`src/rtl/wct_pkg.sv`:
```
package wct_pkg;
  typedef struct packed {
    logic alloc;
    logic capture;
    logic retire;
    logic freeSlot;
  } strobe_t;

  typedef enum logic [1:0] {ST_IDLE, ST_RETIRE, ST_DONE} state_t;
endpackage

```
`src/rtl/wct_datapath.sv`:
```
module wct_datapath
  import wct_pkg::*;
#(
  parameter int DEPTH      = 8,
  parameter int SLOTS      = 4,
  parameter int SEQ_W      = 8,
  parameter int ADDR_W     = 16,
  parameter int REQ_W      = 4,
  parameter int LINE_BYTES = 16
) (
  input  logic                            clk,
  input  logic                            rst,
  input  strobe_t                         strb,
  input  logic [SEQ_W-1:0]                allocSeq,
  input  logic [ADDR_W-1:0]               allocAddr,
  input  logic [REQ_W-1:0]                allocReq,
  input  logic [SEQ_W-1:0]                cbSeq,
  input  logic [ADDR_W-$clog2(LINE_BYTES)-1:0] cbLine,
  output logic                            allocOk,
  output logic                            matchAny,
  output logic                            pendLast,
  output logic                            errFlag,
  output logic [REQ_W-1:0]                rspReq,
  output logic [ADDR_W-1:0]               rspAddr
);
  localparam int OFF_W  = $clog2(LINE_BYTES);
  localparam int LINE_W = ADDR_W - OFF_W;
  localparam int IDX_W  = (DEPTH > 1) ? $clog2(DEPTH) : 1;
  localparam int SLOT_W = (SLOTS > 1) ? $clog2(SLOTS) : 1;

  logic [DEPTH-1:0]  entValid;
  logic [SEQ_W-1:0]  entSeq  [DEPTH];
  logic [ADDR_W-1:0] entAddr [DEPTH];
  logic [REQ_W-1:0]  entReq  [DEPTH];
  logic [SLOTS-1:0]  slotValid;
  logic [SEQ_W-1:0]  slotSeq [SLOTS];
  logic [DEPTH-1:0]  pendMask;
  logic [SEQ_W-1:0]  curSeq;

  logic [IDX_W-1:0]  freeIdx, pickIdx;
  logic [SLOT_W-1:0] freeSlotIdx;
  logic              full, allocSeqHit, slotFreeAny, seqKnown, remainCurSeq;
  logic [DEPTH-1:0]  matchVec;

  always_comb begin
    freeIdx = '0;
    pickIdx = '0;
    freeSlotIdx = '0;
    allocSeqHit = 1'b0;
    slotFreeAny = 1'b0;
    seqKnown = 1'b0;
    remainCurSeq = 1'b0;
    full = &entValid;
    for (int i = DEPTH - 1; i >= 0; i--) begin
      if (!entValid[i]) freeIdx = IDX_W'(i);
      if (pendMask[i]) pickIdx = IDX_W'(i);
      matchVec[i] = entValid[i] && (entSeq[i] == cbSeq) &&
                    (entAddr[i][ADDR_W-1:OFF_W] == cbLine);
      if (entValid[i] && entSeq[i] == cbSeq) seqKnown = 1'b1;
      if (entValid[i] && entSeq[i] == curSeq) remainCurSeq = 1'b1;
    end
    for (int s = SLOTS - 1; s >= 0; s--) begin
      if (!slotValid[s]) begin
        freeSlotIdx = SLOT_W'(s);
        slotFreeAny = 1'b1;
      end
      if (slotValid[s] && slotSeq[s] == allocSeq) allocSeqHit = 1'b1;
    end
  end

  assign allocOk  = !full && (allocSeqHit || slotFreeAny);
  assign matchAny = |matchVec;
  assign pendLast = ($countones(pendMask) == 1);
  assign rspReq   = entReq[pickIdx];
  assign rspAddr  = entAddr[pickIdx];

  always_ff @(posedge clk) begin
    if (rst) begin
      entValid  <= '0;
      slotValid <= '0;
      pendMask  <= '0;
      curSeq    <= '0;
      errFlag   <= 1'b0;
    end else begin
      if (strb.alloc) begin
        entValid[freeIdx] <= 1'b1;
        entSeq[freeIdx]   <= allocSeq;
        entAddr[freeIdx]  <= allocAddr;
        entReq[freeIdx]   <= allocReq;
        if (!allocSeqHit) begin
          slotValid[freeSlotIdx] <= 1'b1;
          slotSeq[freeSlotIdx]   <= allocSeq;
        end
      end
      if (strb.capture) begin
        pendMask <= matchVec;
        curSeq   <= cbSeq;
        errFlag  <= !seqKnown;
      end
      if (strb.retire) begin
        entValid[pickIdx] <= 1'b0;
        pendMask[pickIdx] <= 1'b0;
      end
      if (strb.freeSlot && !remainCurSeq) begin
        for (int s = 0; s < SLOTS; s++)
          if (slotValid[s] && slotSeq[s] == curSeq) slotValid[s] <= 1'b0;
      end
    end
  end

  // the control never records into a full table
  a_r2_alloc_room: assert property (@(posedge clk) disable iff (rst)
    strb.alloc |-> !full);
  // a response is only retired while a matched record is pending
  a_r5_retire_pending: assert property (@(posedge clk) disable iff (rst)
    strb.retire |-> (pendMask != '0) && entValid[pickIdx]);
  // an unknown sequence number never leaves records to retire
  a_r8_err_no_match: assert property (@(posedge clk) disable iff (rst)
    (strb.freeSlot && errFlag) |-> (pendMask == '0));
  // a released slot leaves no record of that sequence number behind
  a_r9_slot_release: assert property (@(posedge clk) disable iff (rst)
    (strb.freeSlot && !remainCurSeq) |=> !remainCurSeq);
endmodule

```
`src/rtl/wct_control.sv`:
```
module wct_control
  import wct_pkg::*;
(
  input  logic    clk,
  input  logic    rst,
  input  logic    allocValid,
  input  logic    cbValid,
  input  logic    rspReady,
  input  logic    allocOk,
  input  logic    matchAny,
  input  logic    pendLast,
  input  logic    errFlag,
  output logic    allocReady,
  output logic    cbReady,
  output logic    rspValid,
  output logic    retryPulse,
  output logic    errPulse,
  output strobe_t strb
);
  state_t state, stateNext;
  logic   idle;

  assign idle       = (state == ST_IDLE);
  assign cbReady    = idle;
  assign allocReady = idle && !cbValid && allocOk;
  assign rspValid   = (state == ST_RETIRE);
  assign retryPulse = (state == ST_DONE);
  assign errPulse   = retryPulse && errFlag;

  always_comb begin
    strb.alloc    = allocValid && allocReady;
    strb.capture  = cbValid && idle;
    strb.retire   = rspValid && rspReady;
    strb.freeSlot = retryPulse;
    stateNext = state;
    unique case (state)
      ST_IDLE:   if (strb.capture) stateNext = matchAny ? ST_RETIRE : ST_DONE;
      ST_RETIRE: if (strb.retire && pendLast) stateNext = ST_DONE;
      ST_DONE:   stateNext = ST_IDLE;
      default:   stateNext = ST_IDLE;
    endcase
  end

  always_ff @(posedge clk) begin
    if (rst) state <= ST_IDLE;
    else     state <= stateNext;
  end

  // retry follows the end of retirement by no gap
  a_r7_retry_after_rsp: assert property (@(posedge clk) disable iff (rst)
    $fell(rspValid) |-> retryPulse);
  // no callback is taken while responses are still owed
  a_r6_hold_off: assert property (@(posedge clk) disable iff (rst)
    (rspValid || retryPulse) |-> !cbReady && !allocReady);
endmodule

```
`src/rtl/wr_cmpl_tracker.sv`:
```
module wr_cmpl_tracker
  import wct_pkg::*;
#(
  parameter int DEPTH      = 8,
  parameter int SLOTS      = 4,
  parameter int SEQ_W      = 8,
  parameter int ADDR_W     = 16,
  parameter int REQ_W      = 4,
  parameter int LINE_BYTES = 16
) (
  input  logic                                 clk,
  input  logic                                 rst,
  input  logic                                 allocValid,
  output logic                                 allocReady,
  input  logic [SEQ_W-1:0]                     allocSeq,
  input  logic [ADDR_W-1:0]                    allocAddr,
  input  logic [REQ_W-1:0]                     allocReq,
  input  logic                                 cbValid,
  output logic                                 cbReady,
  input  logic [SEQ_W-1:0]                     cbSeq,
  input  logic [ADDR_W-$clog2(LINE_BYTES)-1:0] cbLine,
  output logic                                 rspValid,
  input  logic                                 rspReady,
  output logic [REQ_W-1:0]                     rspReq,
  output logic [ADDR_W-1:0]                    rspAddr,
  output logic                                 retryPulse,
  output logic                                 errPulse
);
  strobe_t strb;
  logic    allocOk, matchAny, pendLast, errFlag;

  wct_datapath #(
    .DEPTH(DEPTH), .SLOTS(SLOTS), .SEQ_W(SEQ_W),
    .ADDR_W(ADDR_W), .REQ_W(REQ_W), .LINE_BYTES(LINE_BYTES)
  ) dp (
    .clk(clk), .rst(rst), .strb(strb),
    .allocSeq(allocSeq), .allocAddr(allocAddr), .allocReq(allocReq),
    .cbSeq(cbSeq), .cbLine(cbLine),
    .allocOk(allocOk), .matchAny(matchAny), .pendLast(pendLast),
    .errFlag(errFlag), .rspReq(rspReq), .rspAddr(rspAddr)
  );

  wct_control ctl (
    .clk(clk), .rst(rst),
    .allocValid(allocValid), .cbValid(cbValid), .rspReady(rspReady),
    .allocOk(allocOk), .matchAny(matchAny), .pendLast(pendLast),
    .errFlag(errFlag),
    .allocReady(allocReady), .cbReady(cbReady), .rspValid(rspValid),
    .retryPulse(retryPulse), .errPulse(errPulse), .strb(strb)
  );

  // a stalled response keeps its contents
  a_r5_rsp_stable: assert property (@(posedge clk) disable iff (rst)
    (rspValid && !rspReady) |=> rspValid && $stable(rspReq) && $stable(rspAddr));
endmodule

```
`config.mk`:
```
export PLATFORM = sky130hd
export DESIGN_NAME = wr_cmpl_tracker
export DESIGN_NICKNAME = d
export VERILOG_FILES = /design/src/rtl/wct_pkg.sv /design/src/rtl/wct_datapath.sv /design/src/rtl/wct_control.sv /design/src/rtl/wr_cmpl_tracker.sv
export SDC_FILE = /design/constraint.sdc
export NUM_CORES = 1
export LEC_CHECK = 0
export CAP_MARGIN = 15
export CORE_UTILIZATION = 43
export CTS_BUF_LIST = sky130_fd_sc_hd__clkbuf_16
export CTS_CLUSTER_SIZE = 12
export DETAILED_ROUTE_END_ITERATION = 8
export DONT_BUFFER_PORTS = 1
export GPL_TIMING_DRIVEN = 1
export HOLD_SLACK_MARGIN = 0.08
export PLACE_DENSITY = 0.62
export SKIP_CTS_REPAIR_TIMING = 1
export SLEW_MARGIN = 20
export SYNTH_ARGS = -nofsm -noshare
export SYNTH_HDL_FRONTEND = slang
export SYNTH_SLANG_ARGS = --single-unit
```
`constraint.sdc`:
```
create_clock -name clk -period 4.1 [get_ports clk]
set_input_delay 0.82 -clock clk [delete_from_list [all_inputs] [get_ports clk]]
set_output_delay 0.82 -clock clk [all_outputs]
set_load 0.02 [all_outputs]
```
======== Word-level counts from Yosys, hierarchy flattened ========
Memories as Yosys holds them, arrays and structs flattened.
Cells that the tools add are included.
operators by class
  reductions and logical operators ........ 53
  bitwise operators ....................... 5
  $lt $le $gt $ge ......................... 6
  add/sub/neg operators ................... 7
  multiplexer cells ....................... 74
  eq/ne operators ......................... 37
operators by type and width
  kind                                                               count
  == test 8 bit                                                      24
  adder 32 bit                                                       3
  == test 12 bit                                                     8
  2-to-1 mux 3 bit                                                   16
  2-to-1 mux 8 bit                                                   6
  logical AND 1 bit                                                  44
  2-to-1 mux 1 bit                                                   38
  == test 32 x 2 -> 1 bit, second input constant                     1
  AND 8 bit                                                          2
  2-to-1 mux 2 bit                                                   7
  2-to-1 mux 4 bit                                                   3
  adder 1 x 1 -> 2 bit                                               4
  less-than comparator 3 x 4 -> 1 bit, second input constant         2
  inverter 8 bit                                                     1
  bitwise OR 8 bit                                                   1
  AND reduction 8 bit                                                1
  OR reduction 8 bit                                                 1
  demux 1 bit (select 3 bit)                                         2
  greater-or-equal comparator 3 x 1 -> 1 bit, second input constant  2
  zero test 1 bit                                                    4
  bitwise OR 4 bit                                                   1
  one-hot mux 2 bit (2 select lines)                                 1
  less-than comparator 2 x 3 -> 1 bit, second input constant         1
  demux 1 bit (select 2 bit)                                         1
  8 further kinds                                                    8
word-level totals
  output and inout port bits .............. 25
  logic and storage cells ................. 192
  memory bits (writable) .................. 256
  register bits after elaboration ......... 31
  memories kept ........................... 4
memories
  name        depth  width  read ports  clocked after Yosys merged registers in  write ports  line                RTL
  dp.entAddr  8      16     9           0                                        1            wct_datapath.sv:33  logic [ADDR_W-1:0] entAddr [DEPTH];
  dp.entSeq   8      8      8           0                                        1            wct_datapath.sv:32  logic [SEQ_W-1:0] entSeq [DEPTH];
  dp.entReq   8      4      1           0                                        1            wct_datapath.sv:34  logic [REQ_W-1:0] entReq [DEPTH];
  dp.slotSeq  4      8      4           0                                        1            wct_datapath.sv:36  logic [SEQ_W-1:0] slotSeq [SLOTS];

======== Logic depth before layout (Yosys ltp) ========
Gate-level depths: netlist (run 1).
  depth after elaboration ................. 17
  gate-level depth with buffers ........... 12
  depth with buffers taken out ............ 12

======== Modules after synthesis ========
Synthesis (run 1) repeated with hierarchy kept, for this count alone.
second synthesis, totals
  cells, all modules ...................... 1040
  area, all modules ....................... 13960.9 um2
modules (own cells, without submodules)
  module        times used  area each (um2)  cells each  seq. area each (um2)
  wct_datapath  1           13817.0          1023        8267.9
  wct_control   1           143.9            17          40.0

======== Least setup slack after synthesis (run 1) ========
OpenSTA, ideal clock, no wires.
  path type ............................... input port to flip-flop
  start point ............................. input allocSeq[5]
  end point ............................... memory dp.entAddr[2][0], enable pin
  arrival time ............................ 2.897 ns
  cell stages on the path ................. 6
  setup slack ............................. 0.791 ns
  path buffers ............................ 0
  cells stage by stage .................... xor2_1 -> nor4_1 -> nand2_1 -> nand3_2 -> o21ai_2 -> nor2_1
between the ends
  longest elaborated chain between the ends .. 13
  elaborated cells between the ends (all ways) .. 19
  those cells by class .................... eq/ne (4); mux (7); reduce/logical (8)
ends and longest elaborated chain
  element                                     line                   RTL
  from (decl)                                 wr_cmpl_tracker.sv:15  input logic [SEQ_W-1:0] allocSeq,
  == test 8 bit                               wct_datapath.sv:67     if (slotValid[s] && slotSeq[s] == allocSeq) allocSeqHit = 1'b1;
  logical AND 1 bit                           wct_datapath.sv:67
  2-to-1 mux 1 bit (3 in series)              wct_datapath.sv:67
  2-to-1 mux 1 bit (*)                        wct_datapath.sv:67
  logical OR 1 bit (*)                        wct_datapath.sv:71     assign allocOk = !full && (allocSeqHit || slotFreeAny);
  logical AND 1 bit (*)                       wct_datapath.sv:71
  logical AND 1 bit (*)                       wct_control.sv:25      assign allocReady = idle && !cbValid && allocOk;
  logical AND 1 bit (*)                       wct_control.sv:31      strb.alloc = allocValid && allocReady;
  2-to-1 mux 1 bit (*)                        wct_datapath.sv:85     if (strb.alloc) begin
  2-to-1 mux 1 bit (*)                        wct_datapath.sv:78     if (rst) begin
  2-to-1 mux 1 bit (not written as such) (*)  wct_datapath.sv:88     entAddr[freeIdx] <= allocAddr;
  to (decl)                                   wct_datapath.sv:33
Every way passes the cells marked *; elsewhere a longest branch is shown, timed or not.

======== Worst setup path in the final report (run 1) ========
  start point ............................. register dp.pendMask[6]
  end point ............................... output rspAddr[14]
between the ends
  longest elaborated chain between the ends .. 8
ends and longest elaborated chain
  element                         line                   RTL
  from (decl)                     wct_datapath.sv:37     logic [DEPTH-1:0] pendMask;
  from (signal assigned)          wct_datapath.sv:96     pendMask <= matchVec;
  2-to-1 mux 3 bit (7 in series)  wct_datapath.sv:56     if (pendMask[i]) pickIdx = IDX_W'(i);
  memory read (8 x 16 bit)        --
  to (decl)                       wr_cmpl_tracker.sv:25  output logic [ADDR_W-1:0] rspAddr,
No other way between the ends.

==> flow_metrics.tcl, run 1 <==
set metrics [dict create \
    status "complete, no violations" \
    totalWireLength_um 39120 \
    grt_max_degree 83 \
    dpl-instance-area_sq_mm 0.01470 \
    drtPass1Iterations 5 \
    cts_tree "done" \
    crit_required_ns 3.28 \
    cts_sinks 287 \
    crit_type "flop to output port" \
    fmax_mhz 260.1 \
    rsz0062_at_grt "false" \
    p_int_uw 4643 \
    drt_iter0_drc 1017 \
    antenna_found_initial 0 \
    grt_pass1_vias 9463 \
    slew_violations 0 \
    start_util_pct 43.81 \
    whs_ns 0.3259 \
    vias 9393 \
    grt.total_usage_pct 23.47 \
    die_height_um 184.1 \
    io_buffers 0 \
    synth_cell_type_count 49 \
    ys_seq_area_share_pct 58.29 \
    p_leak_uw 0.005085 \
    postSynthAreaPerCell_sq_um 11.76 \
    synth_seq_cells 287 \
    wire_per_inst_um 23.54 \
    hold_viol_final 0 \
    sequentialPowerShare_pct 54.7 \
    ys_top_cells_by_area "edfxtp_1 54%, xnor2_1 12%, xor2_1 5.5%, nand2_1 5.3%, dfxtp_1 4.4%" \
    clk_latency_ns 0.57 \
    fin_worst_skew_ns 0.01957 \
    postRouteAntennaNets 0 \
    p_total_uw 5934 \
    min_period_ns 3.845 \
    worstReg2RegStart "dp.pendMask[7]$_SDFF_PP0_" \
    synth_top_cell_by_area "edfxtp_1" \
    synth_most_common_cell "edfxtp_1" \
    worstHoldStart "rst" \
    synth-async-reset-ratio_pct 0 \
    path_delay_family "simple AND/OR/NAND/NOR gates" \
    setup_tns_ns 0 \
    mappedNetlistArea_sq_mm 0.01425 \
    drive_above_1_share_pct 6.967 \
    p_per_area_mw_per_mm2 380.5 \
    synth.net_count 1277 \
    cp_data_arrival_time_ns 3.02 \
    worstReg2RegEnd "ctl.state[0]$_SDFFE_PP0P_" \
    setup_violations 0 \
    end_kind "output port" \
    diodes 0 \
    synth_edf_count 256 \
    reg2reg_depth 11 \
    min_to "dp.curSeq[7]$_SDFFE_PP0P_" \
    grt-ovfl-total 0 \
    grt_pass1_wl_um 58510 \
    syn-instance-count 1212 \
    cts-buffers-inserted 30 \
    synthTopCellsByCount "256 x edfxtp_1, 203 x nand2_1, 199 x xnor2_1" \
    nNetsFinal 1264 \
    p_clk_share_pct 41.0 \
    net-switching-power_uw 1291 \
    r2r_setup_slack_ns 0.74 \
    fp-row-count 66 \
    multi_input_area_sq_mm 0.005554 \
    drv_cap 0 \
    globalplace.congestion 0.9040 \
    cp_max_fo 61 \
    start_kind "flop" \
    crit_path_max_incr_delay_ns 0.70 \
    die_w_um 184.1 \
    synth_flop_cell "edfxtp_1" \
    ios 78 \
    cts.clk_slew.worst_paths_ns 0.06 \
    fin_crit_sh_pct 93.77 \
    die_area_sq_mm 0.03388 \
    path_cells "inv_1, ha_1, o21bai_1, a21oi_2, o21ba_4, buf_16, nand2_1, a21oi_1, or4_1" \
    switching_share_pct 21.75 \
    coreArea_sq_mm 0.03254 \
    cp_slowest_cell "or4_1" \
    hold_path.class "primary input to flop" \
    comb_power_share_pct 4.3 \
    hpwl_um 24780 \
    ctsRootBufferMaster "clkbuf_16" \
    worstMarginPinSlew_ns 1.069 \
    slew_headroom_pct 28.62 \
    fillCellCount 2936 \
    yosysWarnings 0 \
    critPathBufInv 2 \
    htreeDepth 1 \
    fin_area_sq_mm 0.01560 \
    ir_drop_v 0.0002993 \
    viasPerCell 5.652 \
    syn2layout_area_growth_pct 9.410 \
    whs_path_depth 1 \
    drc_errors 0 \
    ff_latch_area_sq_mm 0.008308 \
    clk_path_buf_depth 3 \
    synth_top_area_share_pct 53.93 \
]
-- per-layer routing --
layer | share of wire [%] | track usage, % | up-vias | routed length [um]
met5 | 0 | 0 | - | 0
met4 | 3.4 | 9.100 | 0 | 1311
met3 | 8.8 | 4.338 | 88 | 3449
met2 | 47 | 37.52 | 410 | 18370
met1 | 41 | 31.63 | 4609 | 16000
li1 | - | - | 4286 | -
-- registers in the layout, indices dropped and copies added, names as in the netlist --
register	count
dp.slotSeq	32
ctl.state	2
dp.curSeq	8
dp.entAddr	128
dp.errFlag	1
dp.entSeq	64
dp.entReq	32
dp.slotValid	4
dp.entValid	8
dp.pendMask	8
-- worst reg2reg max path, cell delays in order (launching register included) --
cell and delay, ns:
dfxtp_1 0.37, inv_1 0.06, ha_1 0.26, inv_1 0.05, fa_1 0.45, fa_1 0.51
inv_1 0.04, ha_1 0.19, fa_1 0.42, or4_1 0.50, and3_1 0.20, a31o_2 0.20
-- cells by family after synthesis --
logic type / after synthesis / share of synthesized area [%]
buffers and inverters: 92 / 3.520
AND/OR/NAND/NOR: 389 / 13.18
AO/OA/AOI/OAI: 144 / 6.057
XOR/XNOR: 288 / 17.70
flip-flops: 287 / 58.29
adder cells (fa/ha/maj): 12 / 1.264
-- how the worst max path moves through the flow --
stage / start / endpoint / slack [ns] / cells after the start
floorplan: allocSeq[5] / dp.entAddr[2][0]$_DFFE_PP_ / 0.79 / 6
global placement: dp.pendMask[7]$_SDFF_PP0_ / ctl.state[0]$_SDFFE_PP0P_ / 0.76 / 11
detailed placement: dp.pendMask[7]$_SDFF_PP0_ / ctl.state[1]$_SDFFE_PP0P_ / 0.74 / 12
CTS: dp.pendMask[6]$_SDFF_PP0_ / rspAddr[7] / 0.19 / 9
global route: dp.pendMask[6]$_SDFF_PP0_ / rspAddr[14] / 0.12 / 9
finish: dp.pendMask[6]$_SDFF_PP0_ / rspAddr[14] / 0.26 / 9
-- through the flow --
step                      std cells  setup slack, ns  util, %
after CTS                      1660           0.1861    47.81
final                          1662           0.2552    47.93
after global placement         1607           0.7584    45.17
after detailed placement       1607           0.7366    45.17
after floorplan                1212           0.7905        -
after global routing           1662           0.1239    47.93
-- power by group through the flow --
stage,Clock (uW),Combinational (uW),Sequential (uW)
final,2430,257,3240
after detailed placement,0,254,3300
after floorplan,0,252,3280
after global placement,0,252,3300
after CTS,2460,257,3240
after global routing,2570,278,3240
-- cell usage in the layout (no fill, tap or decap), types with 2 or more instances in the layout --
cell type / count
edfxtp_1: 256
or4_1: 22
xor2_1: 89
nor2b_1: 3
nor2_4: 8
clkbuf_16: 30
a21boi_1: 2
and2_1: 3
nor3_1: 25
nor2_1: 8
o21ai_0: 6
o2111ai_1: 5
fa_1: 4
buf_12: 2
clkinv_1: 4
a41oi_1: 4
nand3_1: 29
nor4_1: 27
ha_1: 8
inv_1: 32
nand2_1: 203
buf_4: 24
o21ai_2: 3
clkinvlp_4: 2
nand4_1: 48
and3_1: 4
nor4b_1: 2
a221oi_1: 10
a21oi_1: 94
xnor2_1: 199
a211oi_1: 3
dfxtp_1: 31
a22oi_1: 4
clkinv_2: 3
a21boi_0: 3
-- cell type report --
type / count / area share (%)
Sequential cell: 287 / 53.27
Multi-Input combinational cell: 834 / 35.61
Clock buffer: 30 / 4.814
Tap cell: 442 / 3.546
Timing Repair Buffer: 27 / 1.589
Clock inverter: 23 / 0.7060
Inverter: 19 / 0.4573
Power figures use the tool's default switching activity.
==> run 2: changes to the inputs <==
--- a/config.mk
+++ b/config.mk
@@ -6,14 +6,14 @@
 export NUM_CORES = 1
 export LEC_CHECK = 0
 export CAP_MARGIN = 15
-export CORE_UTILIZATION = 43
+export CORE_UTILIZATION = 64
 export CTS_BUF_LIST = sky130_fd_sc_hd__clkbuf_16
 export CTS_CLUSTER_SIZE = 12
 export DETAILED_ROUTE_END_ITERATION = 8
 export DONT_BUFFER_PORTS = 1
 export GPL_TIMING_DRIVEN = 1
 export HOLD_SLACK_MARGIN = 0.08
-export PLACE_DENSITY = 0.62
+export PLACE_DENSITY = 0.84
 export SKIP_CTS_REPAIR_TIMING = 1
 export SLEW_MARGIN = 20
 export SYNTH_ARGS = -nofsm -noshare
==> run 2 against run 1 <==
Effect of this change:
- power down 2.4%
- non-clock buffer count decreased by 4
- wire length fell by 9.5%
- utilization is 22 points higher
- sequential power about the same
- count of clock-buffer cells in the layout is 1 lower
- clock skew fell by 0.0035 ns
- fmax fell by 0.91%
- register-to-register slack worse by 0.03 ns
- combinational power is 3% lower
- critical path depth unchanged
==> flow_metrics.tcl, run 2 (synthesized netlist as in run 1, its figures left out) <==
set metrics [dict create \
    status "complete, no violations" \
    top_register "dp.entAddr" \
    globalplace.congestion 0.9575 \
    syn2layout_area_growth_pct 7.242 \
    drt_iter0_drc 1164 \
    hpwl_um 22470 \
    final_cell_mix "256 x edfxtp_1, 203 x nand2_1, 199 x xnor2_1" \
    clk_latency_ns 0.55 \
    drive_above_1_share_pct 6.358 \
    place_inst 1442 \
    fin_crit_sh_pct 94.63 \
    start_kind "flop" \
    fin_worst_skew_ns 0.01612 \
    nNetsFinal 1258 \
    end_kind "output port" \
    drv_cap 0 \
    cp_data_arrival_time_ns 3.06 \
    htreeDepth 1 \
    fin_util_pct 70.04 \
    worstMarginPinSlew_ns 1.099 \
    cts_sinks 287 \
    min_period_ns 3.880 \
    drtPass1Iterations 5 \
    setup_violations 0 \
    viasPerCell 6.443 \
    final_common_cell "edfxtp_1" \
    slew_headroom_pct 26.65 \
    die_w_um 151.2 \
    largestRegisters "dp.entAddr (128), dp.entSeq (64)" \
    grt.total_usage_pct 31.61 \
    rsz0062_at_grt "false" \
    crit_required_ns 3.28 \
    setup_tns_ns 0 \
    crit_type "flop to output port" \
    cts_tree "done" \
    grt_max_degree 82 \
    grt-ovfl-total 0 \
    fmax_mhz 257.7 \
    io_buffers 0 \
    postRouteAntennaNets 0 \
    ctsRootBufferMaster "clkbuf_16" \
    grt_pass1_vias 9435 \
    hold_path.class "primary input to flop" \
    cts-buffers-inserted 29 \
    cp_max_fo 31 \
    fillCellCount 1430 \
    die_area_sq_mm 0.02287 \
    coreArea_sq_mm 0.02182 \
    clk_path_buf_depth 3 \
    die_height_um 151.2 \
    ios 78 \
    vias 9606 \
    start_util_pct 65.31 \
    ir_drop_v 0.0003145 \
    diodes 0 \
    drc_errors 0 \
    largest_register_ffs 128 \
    antenna_found_initial 0 \
    hold_viol_final 0 \
    slew_violations 0 \
    totalWireLength_um 35410 \
    grt_pass1_wl_um 53030 \
    wire_per_inst_um 23.75 \
    p_leak_uw 0.005040 \
    fp-row-count 54 \
    p_per_area_mw_per_mm2 379.0 \
    instances_no_fill 1491 \
    cts.clk_slew.worst_paths_ns 0.06 \
]
==> run 2: changes by cell type in the layout (fill, tap and decap cells not counted), sizes merged <==
cell      delta
clkbuf       -1
inv          -1
buf          -4
o21bai       -1
clkinvlp     -2
==> run 2: metrics by stage <==
step	hold WS [ns]	worst slack [ns]	power (uW)	instance area [sq um]
after floorplan	0.4317	0.7905	3528	14250
after global placement	0.4482	0.7768	3542	14480
after detailed placement	0.4523	0.6862	3548	14480
after CTS	0.3243	0.2221	5803	15290
after global routing	0.3246	0.1005	5938	15290
final	0.3473	0.2201	5793	15290
==> run 2: cell type report <==
cell class	count	area [sq um]	area share, %
Timing Repair Buffer	23	210.2	1.375
Inverter	19	71.32	0.4666
Clock inverter	20	83.83	0.5484
Sequential cell	287	8308	54.35
Multi-Input combinational cell	833	5537	36.22
Tap cell	280	350.3	2.292
Clock buffer	29	725.7	4.747
==> run 2: power by group <==
part           internal (uW)  switching (uW)  total (uW)  leakage (uW)
sequential              3210            39.4        3240       0.00256
combinational            121             128         250       0.00204
clock                   1260            1040        2300      0.000440
==> run 2: path summary, 6_finish.rpt <==
check                                                from                        end  slack, ns  depth (start not counted)
worst max-delay path            dp.pendMask[6]$_SDFF_PP0_                 rspAddr[6]       0.22                          9
worst min-delay path                                  rst  dp.curSeq[5]$_SDFFE_PP0P_       0.35                          1
worst max register to register  dp.pendMask[6]$_SDFF_PP0_  ctl.state[1]$_SDFFE_PP0P_       0.71                         12
worst min register to register    dp.errFlag$_SDFFE_PP0P_    dp.errFlag$_SDFFE_PP0P_       0.46                          2
==> run 2: critical path, stage by stage (launching register included) <==
cell	delay [ns]
dfxtp_1	0.35
inv_1	0.08
ha_1	0.21
o21bai_1	0.18
a21oi_2	0.11
o21ba_2	0.38
buf_4	0.31
nand2_1	0.12
a21oi_1	0.07
or4_1	0.69
==> run 2: metal layers <==
layer	up-vias	routed length (um)	global-route usage [%]
li1	4279	-	-
met5	-	0	0
met2	575	16500	50.39
met1	4641	13200	41.48
met4	0	1484	13.25
met3	111	4226	7.590
